==> config.mk <==
export PLATFORM = sky130hd
export DESIGN_NAME = dsr_deser
export DESIGN_NICKNAME = d
export VERILOG_FILES = /design/src/rtl/dsr_pkg.sv /design/src/rtl/dsr_shift.sv /design/src/rtl/dsr_mark_det.sv /design/src/rtl/dsr_phase.sv /design/src/rtl/dsr_deser.sv
export SDC_FILE = /design/constraint.sdc
export NUM_CORES = 1
export LEC_CHECK = 0
export BUFFER_PORTS_ARGS = -buffer_cell sky130_fd_sc_hd__buf_2
export CAP_MARGIN = 20
export CORE_MARGIN = 2
export CORE_UTILIZATION = 40
export DETAILED_ROUTE_END_ITERATION = 8
export PLACE_DENSITY = 0.6
export SYNTH_ARGS = -nofsm -noshare
export SYNTH_HDL_FRONTEND = slang
export SYNTH_SLANG_ARGS = --single-unit
==> constraint.sdc <==
create_clock -name clk -period 3.4 [get_ports clk]
set_input_delay 0.51 -clock clk [delete_from_list [all_inputs] [get_ports clk]]
set_output_delay 0.51 -clock clk [all_outputs]
set_load 0.1 [all_outputs]
==> src/rtl/dsr_pkg.sv <==
package dsr_pkg;

    localparam int unsigned DEF_WORD_W = 10;
    localparam int unsigned DEF_MARK_W = 7;
    localparam logic [DEF_MARK_W-1:0] DEF_MARK = 7'b1111100;

    // Number of bit clocks the phase counter must freeze so that a mark seen
    // at count 'cnt' recurs one period later at count 'tgt'.
    function automatic int unsigned stretch_len(int unsigned cnt,
                                                int unsigned per,
                                                int unsigned tgt);
        int unsigned t;
        t = cnt + per - tgt;
        if (t >= per) t = t - per;
        return t;
    endfunction

endpackage

==> src/rtl/dsr_shift.sv <==
module dsr_shift #(
    parameter int unsigned WORD_W = dsr_pkg::DEF_WORD_W
) (
    input  logic              clk,
    input  logic              rst_n,
    input  logic              ser_in,
    output logic [WORD_W-1:0] win
);
    typedef struct packed {
        logic [WORD_W-1:0] bits;
    } sh_t;

    sh_t sh_q, sh_d;

    // Newest bit enters at the top, so the oldest sits at bit 0.
    always_comb begin
        sh_d      = sh_q;
        sh_d.bits = {ser_in, sh_q.bits[WORD_W-1:1]};
    end

    always_ff @(posedge clk) begin
        if (!rst_n) sh_q <= '{bits: '1};
        else        sh_q <= sh_d;
    end

    assign win = sh_d.bits;
endmodule

==> src/rtl/dsr_mark_det.sv <==
module dsr_mark_det #(
    parameter int unsigned            MARK_W = dsr_pkg::DEF_MARK_W,
    parameter logic [MARK_W-1:0]      MARK   = dsr_pkg::DEF_MARK
) (
    input  logic [MARK_W-1:0] win_lo,
    output logic              hit
);
    logic [MARK_W-1:0] eq;

    for (genvar g = 0; g < MARK_W; g++) begin : g_bit
        assign eq[g] = (win_lo[g] == MARK[g]);
    end

    assign hit = &eq;
endmodule

==> src/rtl/dsr_phase.sv <==
module dsr_phase #(
    parameter int unsigned WORD_W = dsr_pkg::DEF_WORD_W
) (
    input  logic clk,
    input  logic rst_n,
    input  logic align_en,
    input  logic mark_hit,
    output logic bclk_a,
    output logic bclk_b,
    output logic word_end
);
    localparam int unsigned PER  = 2 * WORD_W;
    localparam int unsigned CW   = $clog2(PER);
    localparam logic [CW-1:0] LAST_A = CW'(PER - 1);
    localparam logic [CW-1:0] LAST_B = CW'(WORD_W - 1);
    localparam logic [CW-1:0] HALF   = CW'(WORD_W);

    typedef struct packed {
        logic [CW-1:0] cnt;
        logic [CW-1:0] hold;
        logic          hi_a;
    } ph_t;

    ph_t         ph_q, ph_d;
    logic        end_d;
    int unsigned gap_d;

    always_comb begin
        ph_d  = ph_q;
        end_d = 1'b0;
        gap_d = dsr_pkg::stretch_len(32'(ph_q.cnt), PER, WORD_W - 1);
        if (ph_q.hold != '0) begin
            ph_d.hold = ph_q.hold - 1'b1;           // counter frozen: stretch
        end else if (align_en && mark_hit && (ph_q.cnt != LAST_B)) begin
            ph_d.hold = CW'(gap_d - 1);             // this cycle is the first held one
        end else begin
            end_d    = (ph_q.cnt == LAST_A) || (ph_q.cnt == LAST_B);
            ph_d.cnt = (ph_q.cnt == LAST_A) ? '0 : ph_q.cnt + 1'b1;
        end
        ph_d.hi_a = (ph_d.cnt < HALF);
    end

    always_ff @(posedge clk) begin
        if (!rst_n) ph_q <= '{cnt: '0, hold: '0, hi_a: 1'b1};
        else        ph_q <= ph_d;
    end

    assign bclk_a   = ph_q.hi_a;
    assign bclk_b   = ~ph_q.hi_a;
    assign word_end = end_d;
endmodule

==> src/rtl/dsr_deser.sv <==
module dsr_deser #(
    parameter int unsigned       WORD_W = dsr_pkg::DEF_WORD_W,
    parameter int unsigned       MARK_W = dsr_pkg::DEF_MARK_W,
    parameter logic [MARK_W-1:0] MARK   = dsr_pkg::DEF_MARK
) (
    input  logic              clk,
    input  logic              rst_n,
    input  logic              ser_in,
    input  logic              align_en,
    input  logic              sig_ok,
    output logic [WORD_W-1:0] word_out,
    output logic              bclk_a,
    output logic              bclk_b,
    output logic              comma_flag
);
    typedef struct packed {
        logic [WORD_W-1:0] word;
        logic              flag;
    } out_t;

    logic [WORD_W-1:0] win;
    logic              hit;
    logic              word_end;
    out_t              out_q, out_d;

    dsr_shift #(.WORD_W(WORD_W)) u_shift (
        .clk   (clk),
        .rst_n (rst_n),
        .ser_in(ser_in),
        .win   (win)
    );

    dsr_mark_det #(.MARK_W(MARK_W), .MARK(MARK)) u_det (
        .win_lo(win[MARK_W-1:0]),
        .hit   (hit)
    );

    dsr_phase #(.WORD_W(WORD_W)) u_phase (
        .clk     (clk),
        .rst_n   (rst_n),
        .align_en(align_en),
        .mark_hit(hit),
        .bclk_a  (bclk_a),
        .bclk_b  (bclk_b),
        .word_end(word_end)
    );

    always_comb begin
        out_d = out_q;
        if (word_end) begin
            out_d.word = sig_ok ? win : '1;
            out_d.flag = sig_ok & hit;
        end
    end

    always_ff @(posedge clk) begin
        if (!rst_n) out_q <= '{word: '1, flag: 1'b0};
        else        out_q <= out_d;
    end

    assign word_out   = out_q.word;
    assign comma_flag = out_q.flag;
endmodule

**After elaboration in Yosys (flattened, before gate mapping)**

Index checks and enable logic that the tools add are counted.

- Flip-flop bits (word level): 32
- Logic and storage cells: 36

- Add/sub/neg operators: 6
- Bitwise operators: 4
- Equal/unequal tests: 3
- Reduce and logical (&&, ||, !) cells: 6
- Mux-type cells: 9
- Magnitude comparators: 2

Operators with widths:

| cell | count |
|---|---|
| $ge A32 B5 Y1 const B | 1 |
| $mux W5 | 6 |
| $mux W10 | 1 |
| $sub A5 B1 Y5 const B | 2 |
| $reduce_and A7 Y1 | 1 |
| $sub A6 B4 Y7 const B | 1 |
| $add A5 B5 Y6 const B | 1 |
| $add A5 B1 Y5 const B | 1 |
| $eq A5 B4 Y1 const B | 1 |
| $eq A5 B5 Y1 const B | 1 |
| $lt A5 B4 Y1 const B | 1 |
| $ne A5 B4 Y1 const B | 1 |
| $reduce_bool A5 Y1 | 1 |
| $sub A5 B5 Y5 const B | 1 |
| $not A1 Y1 | 3 |
| $logic_and A1 B1 Y1 | 2 |
| $mux W1 | 2 |
| $reduce_bool A2 Y1 | 1 |
| $and A1 B1 Y1 | 1 |
| $logic_or A1 B1 Y1 | 1 |

**Longest topological paths before layout**

Gate-level depths: netlist (run 1).

- Word-level depth: 7
- Depth in mapped cells: 11
- Depth with buffers taken out: 11

**Hierarchy**

Synthesis (run 1) repeated with hierarchy kept, for this count alone.

- Cells, all modules: 160
- Area, all modules: 1467.7 um2

Modules (own cells, without submodules):

| module | cells each | area an instance (um2) | times used |
|---|---|---|---|
| dsr_phase | 90 | 754.5 | 1 |
| dsr_deser | 48 | 446.7 | 1 |
| dsr_shift | 19 | 244.0 | 1 |
| dsr_mark_det | 3 | 22.5 | 1 |

**Least setup slack after synthesis (run 1)**

OpenSTA, ideal clock, no wires.

- Path type: register -> register
- Start: register u_phase.ph_q[6] (netlist bit)
- End: register u_phase.ph_q[5] (netlist bit)
- Buffers on the path: 0
- Setup slack: 800 ps
- Cell stages (with the launch flop): 12
- Required time: 3328 ps
- Data arrival time: 2528 ps
- Setup time: 72 ps
- Path through: dfxtp_1 inv_1 ha_1 xnor2_1 inv_1 ha_1 a21bo_2 o31a_1 a2111oi_4 a211oi_2 nor4bb_1 mux2i_1

- Longest elaborated chain between the ends: 7

RTL lines:

| what | RTL line | source |
|---|---|---|
| start, declared | dsr_phase.sv:24 | `ph_t ph_q, ph_d;` |
| start signal, assigned | dsr_phase.sv:44 | `if (!rst_n) ph_q <= '{cnt: '0, hold: '0, hi_a: 1'b1};` |
| start signal, assigned | dsr_phase.sv:45 | `else ph_q <= ph_d;` |
| $add A5 B5 Y6 | dsr_pkg.sv:13 | `t = cnt + per - tgt;` |
| $sub A6 B4 Y7 | dsr_pkg.sv:13 |  |
| $ge A32 B5 Y1 or $sub A5 B5 Y5 (tied branches) | dsr_pkg.sv:14 | `if (t >= per) t = t - per;` |
| $mux W5 | dsr_pkg.sv:14 |  |
| $sub A5 B1 Y5 | dsr_phase.sv:35 | `ph_d.hold = CW'(gap_d - 1);` |
| $mux W5 | dsr_phase.sv:34 | `end else if (align_en && mark_hit && (ph_q.cnt != LAST_B)) begin` |
| $mux W5 | dsr_phase.sv:32 | `if (ph_q.hold != '0) begin` |

Several ways; a longest one is shown, not always the timed one. The select of a mux whose other input is x is not followed.
A chain may end at the register's enable or synchronous reset.

**Final worst setup path (run 1)**

Ends and elaborated chain as after synthesis.

==> results of run 1 <==
-- sequential cells by signal, summed over array words and instances (netlist names) --
register	cells
comma_flag	1
u_phase.ph_q	10
u_shift.sh_q	9
u_phase.bclk_a	1
word_out	10
-- worst register-to-register path, stage by stage, from the launching register on --
cell and delay [ns]:
dfxtp_1 0.46, inv_1 0.08, ha_1 0.22, xnor2_1 0.23, inv_1 0.13, ha_1 0.22, a21bo_2 0.19, o31a_1 0.21
a2111oi_4 0.09, a211oi_2 0.34, nor4bb_1 0.41, mux2i_1 0.22
-- Yosys cell counts, drive strengths merged (2+ instances only) --
cell and number:
nor2 22, nor2b 3, or3 3, o21ai 15, nand2 10, o21bai 2
xnor2 3, dfxtp 31, a21boi 3, nor3 5, a2111oi 3, inv 5
nand3 3, a31oi 2, o21a 2, clkbuf 6, nor4bb 2, a21oi 2
nor3b 10, ha 6, nand2b 10, and3 2, buf 3
-- cells by family after synthesis --
kind of cell | Yosys count | share of synthesized area [%]
buf+inv | 14 | 3.76
flops | 31 | 41.4
fa+ha+maj | 6 | 5.01
compound gates | 38 | 18.8
xor+xnor | 4 | 2.34
simple gates | 76 | 28.0
mux | 1 | 0.668
-- metrics by stage --
stage                     cells  utilization, %
after global routing        235            48.2
after detailed placement    227            44.4
after global placement      227            44.4
after floorplan             170               -
final                       235            48.2
after CTS                   235            48.2
-- power by group through the flow --
stage / sequential (uW) / clock [uW] / combinational, uW
2_1_floorplan: 424 / 0 / 461
3_3_place_gp: 433 / 0 / 530
3_5_place_dp: 436 / 0 / 542
4_1_cts: 428 / 445 / 546
5_1_grt: 434 / 462 / 621
6_report: 428 / 437 / 544
-- layer usage --
layer	track usage (%)	up-vias	wire length (um)	share of wire (%)
li1	-	627	-	-
met1	22.4	547	1530	50
met2	27.0	21	1390	45
met3	4.79	4	115	3.7
met4	4.95	0	29	0.95
met5	0	-	0	0
-- worst max path at each step --
| stage | start | endpoint | slack (ns) |
|---|---|---|---|
| after floorplan | u_phase.ph_q[6]$_SDFFE_PN0P_ | u_phase.ph_q[5]$_SDFFE_PN0N_ | 0.80 |
| after global placement | u_phase.ph_q[6]$_SDFFE_PN0P_ | u_phase.ph_q[5]$_SDFFE_PN0N_ | 0.68 |
| after detailed placement | u_phase.ph_q[6]$_SDFFE_PN0P_ | u_phase.ph_q[5]$_SDFFE_PN0N_ | 0.55 |
| after CTS | u_phase.ph_q[6]$_SDFFE_PN0P_ | u_phase.ph_q[5]$_SDFFE_PN0N_ | 0.52 |
| after global routing | u_phase.ph_q[6]$_SDFFE_PN0P_ | u_phase.ph_q[5]$_SDFFE_PN0N_ | 0.18 |
| final | u_phase.ph_q[6]$_SDFFE_PN0P_ | u_phase.ph_q[5]$_SDFFE_PN0N_ | 0.53 |
-- area by class of cell --
| type | count | area (um2) | share of cell area [%] |
|---|---|---|---|
| Clock buffer | 5 | 68.8 | 3.93 |
| Clock inverter | 3 | 67.6 | 3.86 |
| Inverter | 5 | 18.8 | 1.07 |
| Multi-Input combinational cell | 125 | 822 | 47.0 |
| Sequential cell | 31 | 621 | 35.5 |
| Tap cell | 48 | 60.1 | 3.43 |
| Timing Repair Buffer | 18 | 92.6 | 5.29 |
==> results_dict.tcl, run 1 <==
set metrics [dict create \
    outcome "complete, no violations" \
    r2r_start "u_phase.ph_q[6]$_SDFFE_PN0P_" \
    power_uw 1410 \
    routed_wirelength_um 3070 \
    dp_hpwl_um 2140 \
    rsz0062_at_grt "false" \
    post_cts_buffers 0 \
    path_clk_slew_ns 0.07 \
    power.density_nw_per_um2 805 \
    min_delay_path_depth 2 \
    fin_hold_ws_ns 0.424 \
    fillCellCount 390 \
    hold_viol_final 0 \
    die_area_um2 4250 \
    hp-class "in2reg" \
    drc_errors 0 \
    ys_types 44 \
    wl_per_cell_um 13.1 \
    drtAntennaViolNets 0 \
    power_frac_seq_pct 30.4 \
    grt_pass1_wl_um 5640 \
    syn_to_final_growth_pct 16.8 \
    hold_end "u_shift.sh_q[9]$_SDFF_PN1_" \
    critical_path_class "reg2reg" \
    syn-cell-area_um2 1500 \
    first_pass_iters 4 \
    track_usage_pct 17.0 \
    num_vias 1199 \
    num-nets-final 197 \
    cts_max_path_buffers 2 \
    required_ns 3.61 \
    crit_chain "inv_1, ha_1, xnor2_1, inv_1, ha_1, a21bo_2, o31a_1, a2111oi_4, a211oi_2, nor4bb_1, mux2i_1" \
    htree_levels 2 \
    post_drt_via_cell_ratio 5.10 \
    layout_commonest_cell "dfxtp_1" \
    max_clock_freq_ghz 0.348 \
    setup_ws_ns 0.528 \
    numCtsBuffers 5 \
    synth_top_area_cell "dfxtp_1" \
    portBuffers 17 \
    async_flop_share_pct 0 \
    antenna_found_initial 0 \
    cp_max_fo 8 \
    post_synth_inst_count 170 \
    yosys_warnings 0 \
    p_sw_uw 496 \
    grt_max_degree 28 \
    post-place-ws_ns 0.545 \
    ctsResizeCount 0 \
    drv_cap 0 \
    cp.buffers_inverters 2 \
    drive_gt1_share_pct 17.1 \
    worstMarginPinSlew_ns 0.632 \
    min_period_ns 2.87 \
    p_clk_share_pct 31.0 \
    switching_share_pct 35.2 \
    setup_viol 0 \
    worstPathArrival_ns 3.09 \
    synth_area_per_cell_um2 8.82 \
    rrSetupSlack_ns 0.53 \
    startpoint_type "register" \
    synth-main-ff-cell "dfxtp_1" \
    power.internal_uw 913 \
    ir_drop_mv 0.380 \
    synth_seq_area_share_pct 41.4 \
    tns_ns 0 \
    rows 22 \
    start_util_pct 41.3 \
    slew_headroom_pct 56.8 \
    mostFrequentLayoutCells "dfxtp_1 (31), nor2_1 (21), buf_2 (17)" \
    slew_viol_final 0 \
    die_x_um 65.2 \
    cts_tree "done" \
    insertion_delay_ns 0.28 \
    cp_slowest_cell "dfxtp_1" \
    cpLargestDelayFamily "compound AO/OA/AOI/OAI gates" \
    synth_seq_cells 31 \
    finClkSkew_ns 0.00572 \
    cts_hold_buf 0 \
    die_h_um 65.2 \
    leakagePower_uw 0.000684 \
    post_dp_cell_area_um2 1610 \
    endpoint_kind "register" \
    io_pins 18 \
    comb_power_share_pct 38.6 \
    n_antenna_cell 0 \
    hold_path_startpoint "ser_in" \
    drt_iter0_drc 70 \
    synth_top_area_share_pct 41.4 \
    overflow 0 \
    ff2ff_path_depth 11 \
    cp.depth 11 \
    cts_root_buffer "clkbuf_8" \
    routabilityCongestion 0.810 \
    r2r-end "u_phase.ph_q[5]$_SDFFE_PN0N_" \
    cp_slowest_stage_delay_ns 0.46 \
    syn_nets 181 \
    core-area_um2 3630 \
    fin_crit_sh_pct 84.5 \
    synth_edf_count 0 \
    cts.sinks 31 \
    grt_pass1_vias 1236 \
    synth_area_leaders "dfxtp_1 (41%), nor2_1 (5.3%), ha_1 (5.0%)" \
    design_area_um2 1750 \
]
Power figures use the tool's default switching activity.
==> inputs of run 2 (changes only) <==
--- a/config.mk
+++ b/config.mk
@@ -10,7 +10,7 @@
 export CORE_MARGIN = 2
 export CORE_UTILIZATION = 40
 export DETAILED_ROUTE_END_ITERATION = 8
-export PLACE_DENSITY = 0.6
+export PLACE_DENSITY = 0.63
 export SYNTH_ARGS = -nofsm -noshare
 export SYNTH_HDL_FRONTEND = slang
 export SYNTH_SLANG_ARGS = --single-unit
==> constraint.sdc (replaced) <==
create_clock -name clk -period 2.58 [get_ports clk]
set_input_delay 0.387 -clock clk [delete_from_list [all_inputs] [get_ports clk]]
set_output_delay 0.387 -clock clk [all_outputs]
set_load 0.1 [all_outputs]
==> results_dict.tcl, run 2 (same netlist as run 1, synthesis figures left out) <==
set metrics [dict create \
    cts.sinks 31 \
    grt_max_degree 28 \
    cts_hold_buf 0 \
    min_period_ns 2.46 \
    hold_viol_final 0 \
    grt_pass1_vias 1276 \
    drtAntennaViolNets 0 \
    cts_tree "done" \
    power_uw 2070 \
    slew_headroom_pct 57.6 \
    portBuffers 17 \
    worstPathArrival_ns 2.62 \
    fillCellCount 349 \
    path_clk_slew_ns 0.07 \
    syn_to_final_growth_pct 25.4 \
    slew_viol_final 0 \
    max_clock_freq_ghz 0.407 \
    grt_busiest_layer "met2" \
    rows 22 \
    use_met2_pct 29.1 \
    p_clk_share_pct 23.6 \
    ir_drop_mv 0.482 \
    grtUsageMet3_pct 4.62 \
    switching_share_pct 35.4 \
    power.density_nw_per_um2 1100 \
    rrSetupSlack_ns 0.12 \
    post-place-ws_ns -0.107 \
    num-nets-final 206 \
    power.internal_uw 1340 \
    drv_cap 0 \
    p_sw_uw 733 \
    cp_max_fo 6 \
    fin_util_pct 51.7 \
    startpoint_type "register" \
    core-area_um2 3630 \
    wl_per_cell_um 13.2 \
    cts_max_path_buffers 2 \
    critical_path_class "reg2reg" \
    drive_gt1_share_pct 26.0 \
    htree_levels 2 \
    die_area_um2 4250 \
    tns_ns 0 \
    grt_pass1_wl_um 5500 \
    routed_wirelength_um 3220 \
    io_pins 18 \
    endpoint_kind "register" \
    comb_power_share_pct 49.6 \
    fin_crit_sh_pct 95.3 \
    cts_root_buffer "clkbuf_8" \
    setup_viol 0 \
    insertion_delay_ns 0.28 \
    worstMarginPinSlew_ns 0.620 \
    die_x_um 65.2 \
    first_pass_iters 4 \
    die_h_um 65.2 \
    numCtsBuffers 5 \
    routabilityCongestion 0.839 \
    antenna_found_initial 0 \
    dp_hpwl_um 2310 \
    overflow 0 \
    start_util_pct 41.3 \
    leakagePower_uw 0.000747 \
    mostFrequentLayoutCells "dfxtp_1 (29), nor2_1 (21), buf_2 (17)" \
    setup_ws_ns 0.121 \
    drt_iter0_drc 63 \
    power_frac_seq_pct 26.8 \
    outcome "complete, no violations" \
    grtUsageMet1_pct 19.2 \
    layout_commonest_cell "dfxtp_1" \
    track_usage_pct 16.5 \
    required_ns 2.75 \
    num_vias 1253 \
    hp-class "in2reg" \
    n_antenna_cell 0 \
    drc_errors 0 \
    post_drt_via_cell_ratio 5.14 \
    finClkSkew_ns 0.00738 \
]
## run 2: metrics by stage
step / hold slack (ns) / area [um2] / cells
after floorplan: 0.412 / 1510 / 170
after global placement: 0.420 / 1670 / 234
after detailed placement: 0.424 / 1670 / 234
after CTS: 0.302 / 1800 / 242
after global routing: 0.323 / 1880 / 244
final: 0.308 / 1880 / 244
## run 2: worst paths after layout
kind	from	to	cells past startpoint
worst max-delay path	u_phase.ph_q[7]$_SDFF_PN0_	u_phase.ph_q[4]$_SDFFE_PN0N_	10
worst min-delay path	ser_in	u_shift.sh_q[9]$_SDFF_PN1_	2
worst max register to register	u_phase.ph_q[7]$_SDFF_PN0_	u_phase.ph_q[4]$_SDFFE_PN0N_	10
worst min register to register	u_shift.sh_q[9]$_SDFF_PN1_	u_shift.sh_q[8]$_SDFF_PN1_	1
## run 2: layout make-up
cell class	count	area, um2	share of cell area (%)
multi-input combinational	125	897	47.7
tap	48	60.1	3.20
inverter	5	18.8	0.999
clock inverter	2	35.0	1.86
clock buffer	6	82.6	4.39
timing repair buffer	27	160	8.52
sequential	31	626	33.3
## run 2: metal layers
layer / vias up / wire [um]
li1: 646 / -
met1: 585 / 1460
met2: 20 / 1610
met3: 2 / 129
met4: 0 / 13
met5: - / 0
## run 2: critical path: stages, from the launching register on
cell and delay [ns]:
dfxtp_4 0.36, o21a_1 0.23, xnor2_2 0.29, ha_4 0.19, a21bo_2 0.22, o31a_1 0.16, a2111oi_4 0.32, a211oi_2 0.09
buf_4 0.16, a311oi_2 0.25, nor3_1 0.06
## run 2: what timing repair did
item | 4_1_cts | 5_1_grt
gates resized for setup | 3 | 11
endpoints found under the setup margin | 2 | 3
pin swaps | 0 | 5
hold endpoints to repair | 0 | 0
buffers inserted | 0 | 2
gates cloned | 0 | 0
## run 2: power groups by stage
stage,combinational [uW],clock (uW),sequential (uW)
global route,1120,515,560
global placement,812,0,559
CTS,858,500,553
finish,1030,488,555
floorplan,618,0,559
detailed placement,842,0,560
==> inputs of run 3 (changes only) <==
--- a/config.mk
+++ b/config.mk
@@ -7,7 +7,6 @@
 export LEC_CHECK = 0
 export BUFFER_PORTS_ARGS = -buffer_cell sky130_fd_sc_hd__buf_2
 export CAP_MARGIN = 20
-export CORE_MARGIN = 2
 export CORE_UTILIZATION = 40
 export DETAILED_ROUTE_END_ITERATION = 8
 export PLACE_DENSITY = 0.63
==> results_dict.tcl, run 3 (same netlist as run 1, synthesis figures left out) <==
set metrics [dict create \
    tns_ns 0 \
    cts_tree "done" \
    p_sw_uw 731 \
    die_area_um2 4000 \
    power.density_nw_per_um2 1090 \
    leakagePower_uw 0.000752 \
    cp_slowest_stage_delay_ns 0.36 \
    setup_viol 0 \
    track_usage_pct 18.1 \
    n_antenna_cell 0 \
    switching_share_pct 35.6 \
    ir_drop_mv 0.356 \
    slew_viol_final 0 \
    hp-class "in2reg" \
    rsz0062_at_grt "false" \
    post_drt_via_cell_ratio 5.37 \
    start_util_pct 43.2 \
    drtAntennaViolNets 0 \
    mostFrequentLayoutCells "dfxtp_1 (29), nor2_1 (21), buf_2 (17)" \
    fin_hold_ws_ns 0.304 \
    core-area_um2 3470 \
    fin_util_pct 54.4 \
    outcome "complete, no violations" \
    crit_chain "o21a_4, xnor2_4, ha_2, a21bo_2, o31a_1, a2111oi_4, a211oi_2, buf_4, a311oi_2, nor3_1" \
    insertion_delay_ns 0.28 \
    portBuffers 17 \
    routabilityCongestion 0.845 \
    cts_hold_buf 0 \
    grt_pass1_wl_um 5650 \
    htree_levels 2 \
    num-nets-final 206 \
    hold_viol_final 0 \
    num_vias 1300 \
    cts.sinks 31 \
    cp_slowest_cell "dfxtp_4" \
    path_clk_slew_ns 0.07 \
    power_frac_seq_pct 27.6 \
    finClkSkew_ns 0.00813 \
    cts_root_buffer "clkbuf_8" \
    overflow 0 \
    io_pins 18 \
    antenna_found_initial 0 \
    critical_path_class "reg2reg" \
    drive_gt1_share_pct 26.5 \
    first_pass_iters 4 \
    drt_iter0_drc 76 \
    slew_headroom_pct 61.5 \
    wl_per_cell_um 13.9 \
    startpoint_type "register" \
    die_x_um 63.2 \
    grt_pass1_vias 1290 \
    die_h_um 63.2 \
    cp_max_fo 5 \
    min_period_ns 2.44 \
    layout_commonest_cell "dfxtp_1" \
    p_clk_share_pct 23.9 \
    endpoint_kind "register" \
    numCtsBuffers 5 \
    cts_max_path_buffers 2 \
    dpl.cell_count 231 \
    routed_wirelength_um 3360 \
    max_clock_freq_ghz 0.411 \
    drv_cap 0 \
    worstPathArrival_ns 2.60 \
    stdcell_count 242 \
    worstMarginPinSlew_ns 0.577 \
    drc_errors 0 \
    grt_max_degree 28 \
    power.internal_uw 1320 \
    fin_crit_sh_pct 94.4 \
    dp_hpwl_um 2290 \
    comb_power_share_pct 48.5 \
    required_ns 2.74 \
    rows 21 \
    syn_to_final_growth_pct 26.0 \
]
run 3: cell count changes in the layout (fill, tap and decap cells not counted):
cell | before | now
dfxtp_2 | 1 | 0
xnor2_2 | 2 | 1
o21a_4 | 0 | 1
o21a_1 | 2 | 1
ha_2 | 0 | 1
xnor2_4 | 0 | 1
ha_4 | 2 | 1
dfxtp_4 | 1 | 2
run 3: power groups by stage:
stage / clock network (uW) / logic, uW / registers, uW
final: 491 / 996 / 566
after global routing: 526 / 1100 / 571
after CTS: 501 / 867 / 558
after detailed placement: 0 / 823 / 564
after global placement: 0 / 806 / 561
after floorplan: 0 / 618 / 559
run 3: final timing paths:
| kind | from | cells after the start | slack [ns] | endpoint |
|---|---|---|---|---|
| max | u_phase.ph_q[6]$_SDFFE_PN0P_ | 10 | 0.14 | u_phase.ph_q[4]$_SDFFE_PN0N_ |
| min | ser_in | 2 | 0.30 | u_shift.sh_q[9]$_SDFF_PN1_ |
| max reg2reg | u_phase.ph_q[6]$_SDFFE_PN0P_ | 10 | 0.14 | u_phase.ph_q[4]$_SDFFE_PN0N_ |
| min reg2reg | u_shift.sh_q[9]$_SDFF_PN1_ | 1 | 0.45 | u_shift.sh_q[8]$_SDFF_PN1_ |
run 3: cell type report:
cell class	count	area, um2
multi-input combinational	125	906
fill	348	1580
inverter	5	18.8
sequential	31	628
clock inverter	2	35.0
clock buffer	6	82.6
tap	46	57.6
timing repair buffer	27	160
run 3: per-layer routing:
metal,GRT usage (%),routed length (um),vias to the layer above
met1,19.2,1470,623
met5,0,0,-
met4,8.81,50,0
met3,5.80,100,6
met2,31.9,1740,22
li1,-,-,649
run 3: critical path, delay by kind of cell, from the launching register on:
kind | cells | cell delay [ns]
AO/OA/AOI/OAI | 6 | 1.31
XOR/XNOR | 1 | 0.20
adder cells (fa/ha/maj) | 1 | 0.23
buffers and inverters | 1 | 0.16
flip-flops | 1 | 0.36
AND/OR/NAND/NOR | 1 | 0.06
run 3: metrics by stage:
step,setup slack (ns),power (uW),instance area [um2]
6_report,0.144,2050,1890
5_1_grt,0.0190,2200,1890
4_1_cts,0.00256,1930,1810
3_5_place_dp,-0.0795,1390,1660
3_3_place_gp,0.102,1370,1660
2_1_floorplan,0.000971,1180,1510
run 3: timing repair:
action                     4_1_cts  5_1_grt
pin swaps                        0        7
resized for setup                5       12
setup endpoints to repair        2        3
setup buffers                    0        3
gates cloned                     0        0
